--- src/rtl/dbr_pkg.sv ---
// Package: shared sizes and stage indices for the delayed-branch fetch sequencer.
// Assumes a five-stage in-order pipeline with branch resolution in decode.
package dbr_pkg;
    localparam int NSTAGE   = 5;
    localparam int PC_W     = 32;
    localparam int ST_IF    = 0;
    localparam int ST_ID    = 1;
    localparam int ST_EX    = 2;
    localparam int INSN_BYTES = 4;

    typedef struct packed {
        logic taken;
        logic cancel;
    } br_kind_t;
endpackage

--- src/rtl/dbr_redir_hold.sv ---
// Module: holds a redirect that resolves during a stall and presents the
// redirect to apply on each unstalled edge.
// Assumes the caller only raises legal_i for a legal branch in decode.
module dbr_redir_hold
    import dbr_pkg::*;
#(
    parameter int PC_W_P = PC_W
) (
    input  logic              clk,
    input  logic              rst_n,
    input  logic              stall_i,
    input  logic              legal_i,
    input  br_kind_t          kind_i,
    input  logic [PC_W_P-1:0] target_i,
    output logic              apply_o,
    output br_kind_t          kind_o,
    output logic [PC_W_P-1:0] target_o
);
    logic              held_q;
    br_kind_t          held_kind_q;
    logic [PC_W_P-1:0] held_tgt_q;

    // Select the held redirect over live inputs; apply only when unstalled.
    always_comb begin
        apply_o  = !stall_i && (held_q || legal_i);
        kind_o   = held_q ? held_kind_q : kind_i;
        target_o = held_q ? held_tgt_q  : target_i;
    end

    // Capture a legal resolve while stalled; release it on the first run edge.
    always_ff @(posedge clk) begin
        if (!rst_n) begin
            held_q      <= 1'b0;
            held_kind_q <= '0;
            held_tgt_q  <= '0;
        end else if (!stall_i) begin
            held_q <= 1'b0;
        end else if (legal_i && !held_q) begin
            held_q      <= 1'b1;
            held_kind_q <= kind_i;
            held_tgt_q  <= target_i;
        end
    end


    held_stable_chk: assert property (@(posedge clk) disable iff (!rst_n)
        (held_q && stall_i) |=> (held_q && $stable(held_tgt_q) && $stable(held_kind_q)));
endmodule

--- src/rtl/dbr_pc_gen.sv ---
// Module: fetch program counter register with sequential/target selection.
// Assumes apply_i is already qualified by stall; fetch starts after reset.
module dbr_pc_gen
    import dbr_pkg::*;
#(
    parameter int PC_W_P = PC_W
) (
    input  logic              clk,
    input  logic              rst_n,
    input  logic              stall_i,
    input  logic              apply_i,
    input  logic              taken_i,
    input  logic [PC_W_P-1:0] target_i,
    output logic [PC_W_P-1:0] pc_o,
    output logic              started_o
);
    localparam logic [PC_W_P-1:0] STEP = PC_W_P'(INSN_BYTES);

    logic [PC_W_P-1:0] pc_q;
    logic [PC_W_P-1:0] pc_seq;
    logic [PC_W_P-1:0] pc_nxt;
    logic              started_q;

    // Sequential address is always formed; a taken redirect overrides it.
    always_comb begin
        pc_seq = pc_q + STEP;
        pc_nxt = (apply_i && taken_i) ? target_i : pc_seq;
    end

    // Hold address until fetch is started, then advance on each run edge.
    always_ff @(posedge clk) begin
        if (!rst_n) begin
            pc_q      <= '0;
            started_q <= 1'b0;
        end else if (!stall_i) begin
            started_q <= 1'b1;
            if (started_q) pc_q <= pc_nxt;
        end
    end

    assign pc_o      = pc_q;
    assign started_o = started_q;


    seq_step_chk: assert property (@(posedge clk) disable iff (!rst_n)
        (started_q && !stall_i && !apply_i) |=> (pc_q == $past(pc_q) + STEP));

    pc_hold_chk: assert property (@(posedge clk) disable iff (!rst_n)
        stall_i |=> $stable(pc_q));
endmodule

--- src/rtl/dbr_slot_track.sv ---
// Module: per-stage valid, delay-slot and annul marks shifted down the pipe.
// Assumes the instruction in fetch becomes the slot whenever a redirect applies.
module dbr_slot_track
    import dbr_pkg::*;
#(
    parameter int NST = NSTAGE
) (
    input  logic           clk,
    input  logic           rst_n,
    input  logic           stall_i,
    input  logic           fetch_vld_i,
    input  logic           apply_i,
    input  logic           annul_i,
    output logic [NST-1:0] vld_o,
    output logic [NST-1:0] slot_o,
    output logic [NST-1:0] ann_o
);
    logic [NST-1:0] vld_q;
    logic [NST-1:0] slot_q;
    logic [NST-1:0] ann_q;

    assign vld_q[ST_IF]  = fetch_vld_i;
    assign slot_q[ST_IF] = 1'b0;
    assign ann_q[ST_IF]  = 1'b0;

    // Decode entry: the fetched instruction becomes the slot on a redirect.
    always_ff @(posedge clk) begin
        if (!rst_n) begin
            vld_q[ST_ID]  <= 1'b0;
            slot_q[ST_ID] <= 1'b0;
            ann_q[ST_ID]  <= 1'b0;
        end else if (!stall_i) begin
            vld_q[ST_ID]  <= fetch_vld_i;
            slot_q[ST_ID] <= fetch_vld_i && apply_i;
            ann_q[ST_ID]  <= fetch_vld_i && apply_i && annul_i;
        end
    end

    for (genvar s = ST_EX; s < NST; s++) begin : g_stage
        // Later stages: shift marks; an annulled instruction leaves as a bubble.
        always_ff @(posedge clk) begin
            if (!rst_n) begin
                vld_q[s]  <= 1'b0;
                slot_q[s] <= 1'b0;
                ann_q[s]  <= 1'b0;
            end else if (!stall_i) begin
                vld_q[s]  <= vld_q[s-1] && !ann_q[s-1];
                slot_q[s] <= slot_q[s-1];
                ann_q[s]  <= ann_q[s-1];
            end
        end
    end

    assign vld_o  = vld_q;
    assign slot_o = slot_q;
    assign ann_o  = ann_q;


    annul_bubble_chk: assert property (@(posedge clk) disable iff (!rst_n)
        (vld_q[ST_ID] && ann_q[ST_ID] && !stall_i) |=> (!vld_q[ST_EX] && ann_q[ST_EX]));

    slot_keep_chk: assert property (@(posedge clk) disable iff (!rst_n)
        (vld_q[ST_ID] && slot_q[ST_ID] && !ann_q[ST_ID] && !stall_i) |=> vld_q[ST_EX]);

    state_hold_chk: assert property (@(posedge clk) disable iff (!rst_n)
        stall_i |=> ($stable(vld_q[NST-1:ST_ID]) && $stable(ann_q[NST-1:ST_ID])));
endmodule

--- src/rtl/dbr_fetch_seq.sv ---
// Module: top of the delayed-branch fetch sequencer. Qualifies branch resolves
// from decode, flags branches in delay slots, and ties together redirect hold,
// address generation and slot tracking.
// Assumes one delay slot, resolution in decode, synchronous active-low reset.
module dbr_fetch_seq
    import dbr_pkg::*;
#(
    parameter int PC_W_P = PC_W,
    parameter int NST    = NSTAGE
) (
    input  logic              clk,
    input  logic              rst_n,
    input  logic              stall_i,
    input  logic              br_resolve_i,
    input  logic              br_taken_i,
    input  logic              br_cancel_i,
    input  logic [PC_W_P-1:0] br_target_i,
    output logic [PC_W_P-1:0] fetch_pc_o,
    output logic [NST-1:0]    valid_o,
    output logic [NST-1:0]    kill_o,
    output logic              err_o
);
    logic              legal;
    logic              apply;
    br_kind_t          live_kind;
    br_kind_t          app_kind;
    logic [PC_W_P-1:0] app_tgt;
    logic              started;
    logic [NST-1:0]    vld;
    logic [NST-1:0]    slot;
    logic [NST-1:0]    ann;

    // Classify a resolve: legal from a normal decode instruction, error from a slot.
    always_comb begin
        legal            = br_resolve_i && vld[ST_ID] && !slot[ST_ID];
        err_o            = br_resolve_i && vld[ST_ID] && slot[ST_ID];
        live_kind.taken  = br_taken_i;
        live_kind.cancel = br_cancel_i;
    end

    dbr_redir_hold #(.PC_W_P(PC_W_P)) u_hold (
        .clk      (clk),
        .rst_n    (rst_n),
        .stall_i  (stall_i),
        .legal_i  (legal),
        .kind_i   (live_kind),
        .target_i (br_target_i),
        .apply_o  (apply),
        .kind_o   (app_kind),
        .target_o (app_tgt)
    );

    dbr_pc_gen #(.PC_W_P(PC_W_P)) u_pc (
        .clk       (clk),
        .rst_n     (rst_n),
        .stall_i   (stall_i),
        .apply_i   (apply),
        .taken_i   (app_kind.taken),
        .target_i  (app_tgt),
        .pc_o      (fetch_pc_o),
        .started_o (started)
    );

    dbr_slot_track #(.NST(NST)) u_trk (
        .clk         (clk),
        .rst_n       (rst_n),
        .stall_i     (stall_i),
        .fetch_vld_i (started),
        .apply_i     (apply),
        .annul_i     (app_kind.cancel && !app_kind.taken),
        .vld_o       (vld),
        .slot_o      (slot),
        .ann_o       (ann)
    );

    assign valid_o = vld;
    assign kill_o  = ann;


    slot_branch_chk: assert property (@(posedge clk) disable iff (!rst_n)
        (err_o && !stall_i) |=> (fetch_pc_o == $past(fetch_pc_o) + PC_W_P'(INSN_BYTES)));

    reset_state_chk: assert property (@(posedge clk)
        !rst_n |=> (fetch_pc_o == '0 && valid_o == '0 && kill_o == '0));
endmodule

--- config.mk ---
export PLATFORM = sky130hd
export DESIGN_NAME = dbr_fetch_seq
export DESIGN_NICKNAME = d
export VERILOG_FILES = /design/src/rtl/dbr_pkg.sv /design/src/rtl/dbr_redir_hold.sv /design/src/rtl/dbr_pc_gen.sv /design/src/rtl/dbr_slot_track.sv /design/src/rtl/dbr_fetch_seq.sv
export SDC_FILE = /design/constraint.sdc
export NUM_CORES = 1
export LEC_CHECK = 0
export ABC_AREA = 1
export BUFFER_PORTS_ARGS = -buffer_cell sky130_fd_sc_hd__clkbuf_2
export CAP_MARGIN = 25
export CORE_ASPECT_RATIO = 0.8
export CORE_MARGIN = 2
export CORE_UTILIZATION = 60
export DETAILED_ROUTE_END_ITERATION = 16
export GPL_TIMING_DRIVEN = 0
export HOLD_SLACK_MARGIN = 0.15
export PLACE_DENSITY_LB_ADDON = 0.2
export SETUP_SLACK_MARGIN = 0.4
export SYNTH_ARGS = -nofsm -noshare
export SYNTH_HDL_FRONTEND = slang
export SYNTH_SLANG_ARGS = --single-unit
export TNS_END_PERCENT = 20
--- constraint.sdc ---
create_clock -name clk -period 3.7 [get_ports clk]
set_clock_uncertainty 0.1 [all_clocks]
set_input_delay 0.74 -clock clk [delete_from_list [all_inputs] [get_ports clk]]
set_output_delay 0.74 -clock clk [all_outputs]
set_load 0.02 [all_outputs]
==> metrics.md <==
| Metric | Value |
|---|---|
| Status | finished, final reports clean |
| PostCTS Resize Cnt | 0 |
| Number of antenna violations at the first check in global routing | 0 |
| Total I/O pin count | 81 |
| Fin Setup TNS | 0 ns |
| Area growth, synth to finish | 15.9% |
| Core box area | 6960 sq um |
| Post-route cell area | 5030 sq um |
| Total detailed-routing wirelength | 12.3 mm |
| Detail Placement HPWL | 9.33 mm |
| Clk pwr share | 36.6% |
| 1st-pass router iterations | 6 |
| RSZ-0062 raised after global routing | false |
| # setup viols final | 0 |
| Worst Tran Pin Value | 0.504 ns |
| Cell-internal power | 1.25 mW |
| Syn Inst Count | 705 |
| H-tree depth | 3 |
| Layout cell share with drive strength beyond 1 | 16.9% |
| Post-CTS setup buffer count | 0 |
| Clock slew seen by the registers of the worst setup and hold paths | 0.08 ns |
| Syn avg cell area | 6.15 sq um |
| Via density per instance | 5.50 |
| Pins Over Slew Limit | 0 |
| FMAX | 503 MHz |
| Number of max-cap violations | 0 |
| Number of antenna repair diodes | 0 |
| Total clock sinks | 77 |
| Residual DRC | 0 |
| Die footprint | 7930 sq um |
| NumNets Final | 833 |
| Number of buffers added by the clock tree synthesis step | 9 |
| Vias after detailed routing | 4864 |
| Hold-fix buffers at CTS | 0 |
| Final period demand of the worst path | 1.99 ns |
| Number of hold-slack violations in the final timing report | 0 |
| Most common library cell in the layout ignoring fill and taps | sky130_fd_sc_hd__nand2_1 |
| Final Wtd Congestion | 0.913 |
| Routed len/inst | 13.9 microns |
| Total standard cell area after synthesis | 4340 sq um |
| Syn nets | 744 |
| Slew margin rel. | 66.4% |
| Proportion of synthesized chip area in sequential cells | 35.5% |
| First-pass GRT wire length | 20.4 mm |
| Period utilisation layout | 53.8% |
| Number of input and output port buffers inserted | 78 |
| Net switching power figure | 0.509 mW |
| Hold Crit Class | register to register |
| Final ANT Viol Nets | 0 |
| Root buf cell | sky130_fd_sc_hd__clkbuf_8 |
| Distinct cells, synth | 33 |
| Fillers | 628 |
| Switching share of power | 29.0% |
| Launching element type of the critical path | input port |
| Standard cell area after detailed placement | 4840 sq um |
| Worst Setup End Kind | output pin |
| Worst-case vdd ir drop | 0.000271 V |
| Global router's overall resource usage | 32.3% |
| Clock Path Buffers | 2 |
| Row count | 27 |
| Total of flip-flops plus latches after synthesis | 77 |
| WP data arrival | 1.15 ns |
| Total of warnings raised by yosys | 0 |
| Number of DRC markers after the initial detailed-route iteration | 359 |
| GRT Residual Overflow | 0 |
| CP max FO | 2 |
| Static leakage | 2.43 nW |
| Clock tree from TritonCTS | done |
| Height of the die | 80.1 microns |
| Insertion delay of the later-clocked pin in the worst-skew pair | 0.36 ns |
| Vias in the first global route | 4481 |
| Pin count of the biggest net entering global routing | 14 |
| Most frequent cells in the layout | sky130_fd_sc_hd__nand2_1, sky130_fd_sc_hd__nor2_1, sky130_fd_sc_hd__clkbuf_2 |
| Combinational Power Share | 12.6% |
| Required time worst endpoint | 2.86 ns |
| Multi-input gate area | 2350 sq um |
| Initial Utilization | 62.4% |
| Total power per unit cell area | 350 nW/um^2 |
| Category of the most critical setup path | input port to output pin |
| Sequential share of power | 50.9% |
| Sequential cell area | 1540 sq um |
| Width of the die | 99.1 microns |
routing by layer:
layer  global-route usage [%]  share of wire, %  up-vias
met5                        0                 0        -
met4                     15.2               3.3        0
met3                     6.09               9.1       41
met2                     53.3                47      246
met1                     41.0                41     2188
li1                         -                 -     2389
critical path, cell delays in order:
cell and delay [ns]:
sky130_fd_sc_hd__clkbuf_2 0.09, sky130_fd_sc_hd__nand2_1 0.05, sky130_fd_sc_hd__nor2_1 0.09, sky130_fd_sc_hd__clkbuf_2 0.17
power groups by stage:
stage	clock network (mW)	registers [mW]	logic, mW
after floorplan	0	0.929	0.115
after global placement	0	0.910	0.213
after detailed placement	0	0.912	0.219
after CTS	0.642	0.893	0.220
after global routing	0.672	0.898	0.246
final	0.643	0.894	0.221
cells by family after synthesis:
family / after synthesis / synth area share, %
mux: 4 / 0.923
other cells: 1 / 0.0864
buf+inv: 99 / 10.3
simple gates: 391 / 36.6
compound gates: 126 / 15.1
fa+ha+maj: 1 / 0.288
xor+xnor: 6 / 1.21
flops: 77 / 35.5
state kept, by name (all words and copies together), names as in the netlist:
name	flops
u_hold.held_kind_q	2
u_hold.held_q	1
u_hold.held_tgt_q	32
u_pc.pc_o	32
u_pc.started_o	1
u_trk.ann_o	4
u_trk.slot_o	1
u_trk.vld_o	4
cells in the mapped netlist, drive strengths merged:
master / count / area, sq um
nand2: 228 / 868
nor2: 126 / 515
o21ai: 78 / 390
dfxtp: 77 / 1540
inv: 63 / 236
a21oi: 40 / 208
nand3: 27 / 135
buf: 22 / 156
clkbuf: 14 / 52.6
mux2i: 4 / 40.0
xor2: 4 / 35.0
a22oi: 3 / 22.5
nand3b: 3 / 22.5
or2: 3 / 18.8
a31oi: 2 / 12.5
and2: 2 / 12.5
nor3: 2 / 15.0
o211ai: 2 / 15.0
xnor2: 2 / 17.5
a21o: 1 / 7.51
conb: 1 / 3.75
ha: 1 / 12.5
final cells by class:
class | count | area share [%]
sequential | 77 | 30.7
tap | 87 | 2.17
multi-input combinational | 529 | 46.8
clock inverter | 5 | 1.22
buffer | 36 | 4.16
clock buffer | 10 | 2.54
timing repair buffer | 78 | 7.77
inverter | 63 | 4.70
metrics by stage:
| step | total power [mW] | utilization (%) | hold slack [ns] | std cells | worst slack (ns) |
|---|---|---|---|---|---|
| after floorplan | 1.04 | - | 0.336 | 705 | 1.79 |
| after global placement | 1.12 | 69.5 | 0.345 | 870 | 1.59 |
| after detailed placement | 1.13 | 69.5 | 0.353 | 870 | 1.54 |
| after CTS | 1.75 | 72.2 | 0.365 | 885 | 1.71 |
| after global routing | 1.82 | 72.2 | 0.390 | 885 | 1.67 |
| final | 1.76 | 72.2 | 0.376 | 885 | 1.71 |
path summary, 6_finish.rpt:
kind	slack, ns	startpoint	endpoint	cells past startpoint
worst min-delay path	0.38	u_trk.slot_o[1]	u_trk.slot_o[1]	2
worst max register to register	1.90	u_pc.pc_o[3]	u_pc.pc_o[16]	8
worst min register to register	0.38	u_trk.slot_o[1]	u_trk.slot_o[1]	2
worst max-delay path	1.71	br_resolve_i	err_o	4
Note: power is estimated with default switching activity, not from simulation.
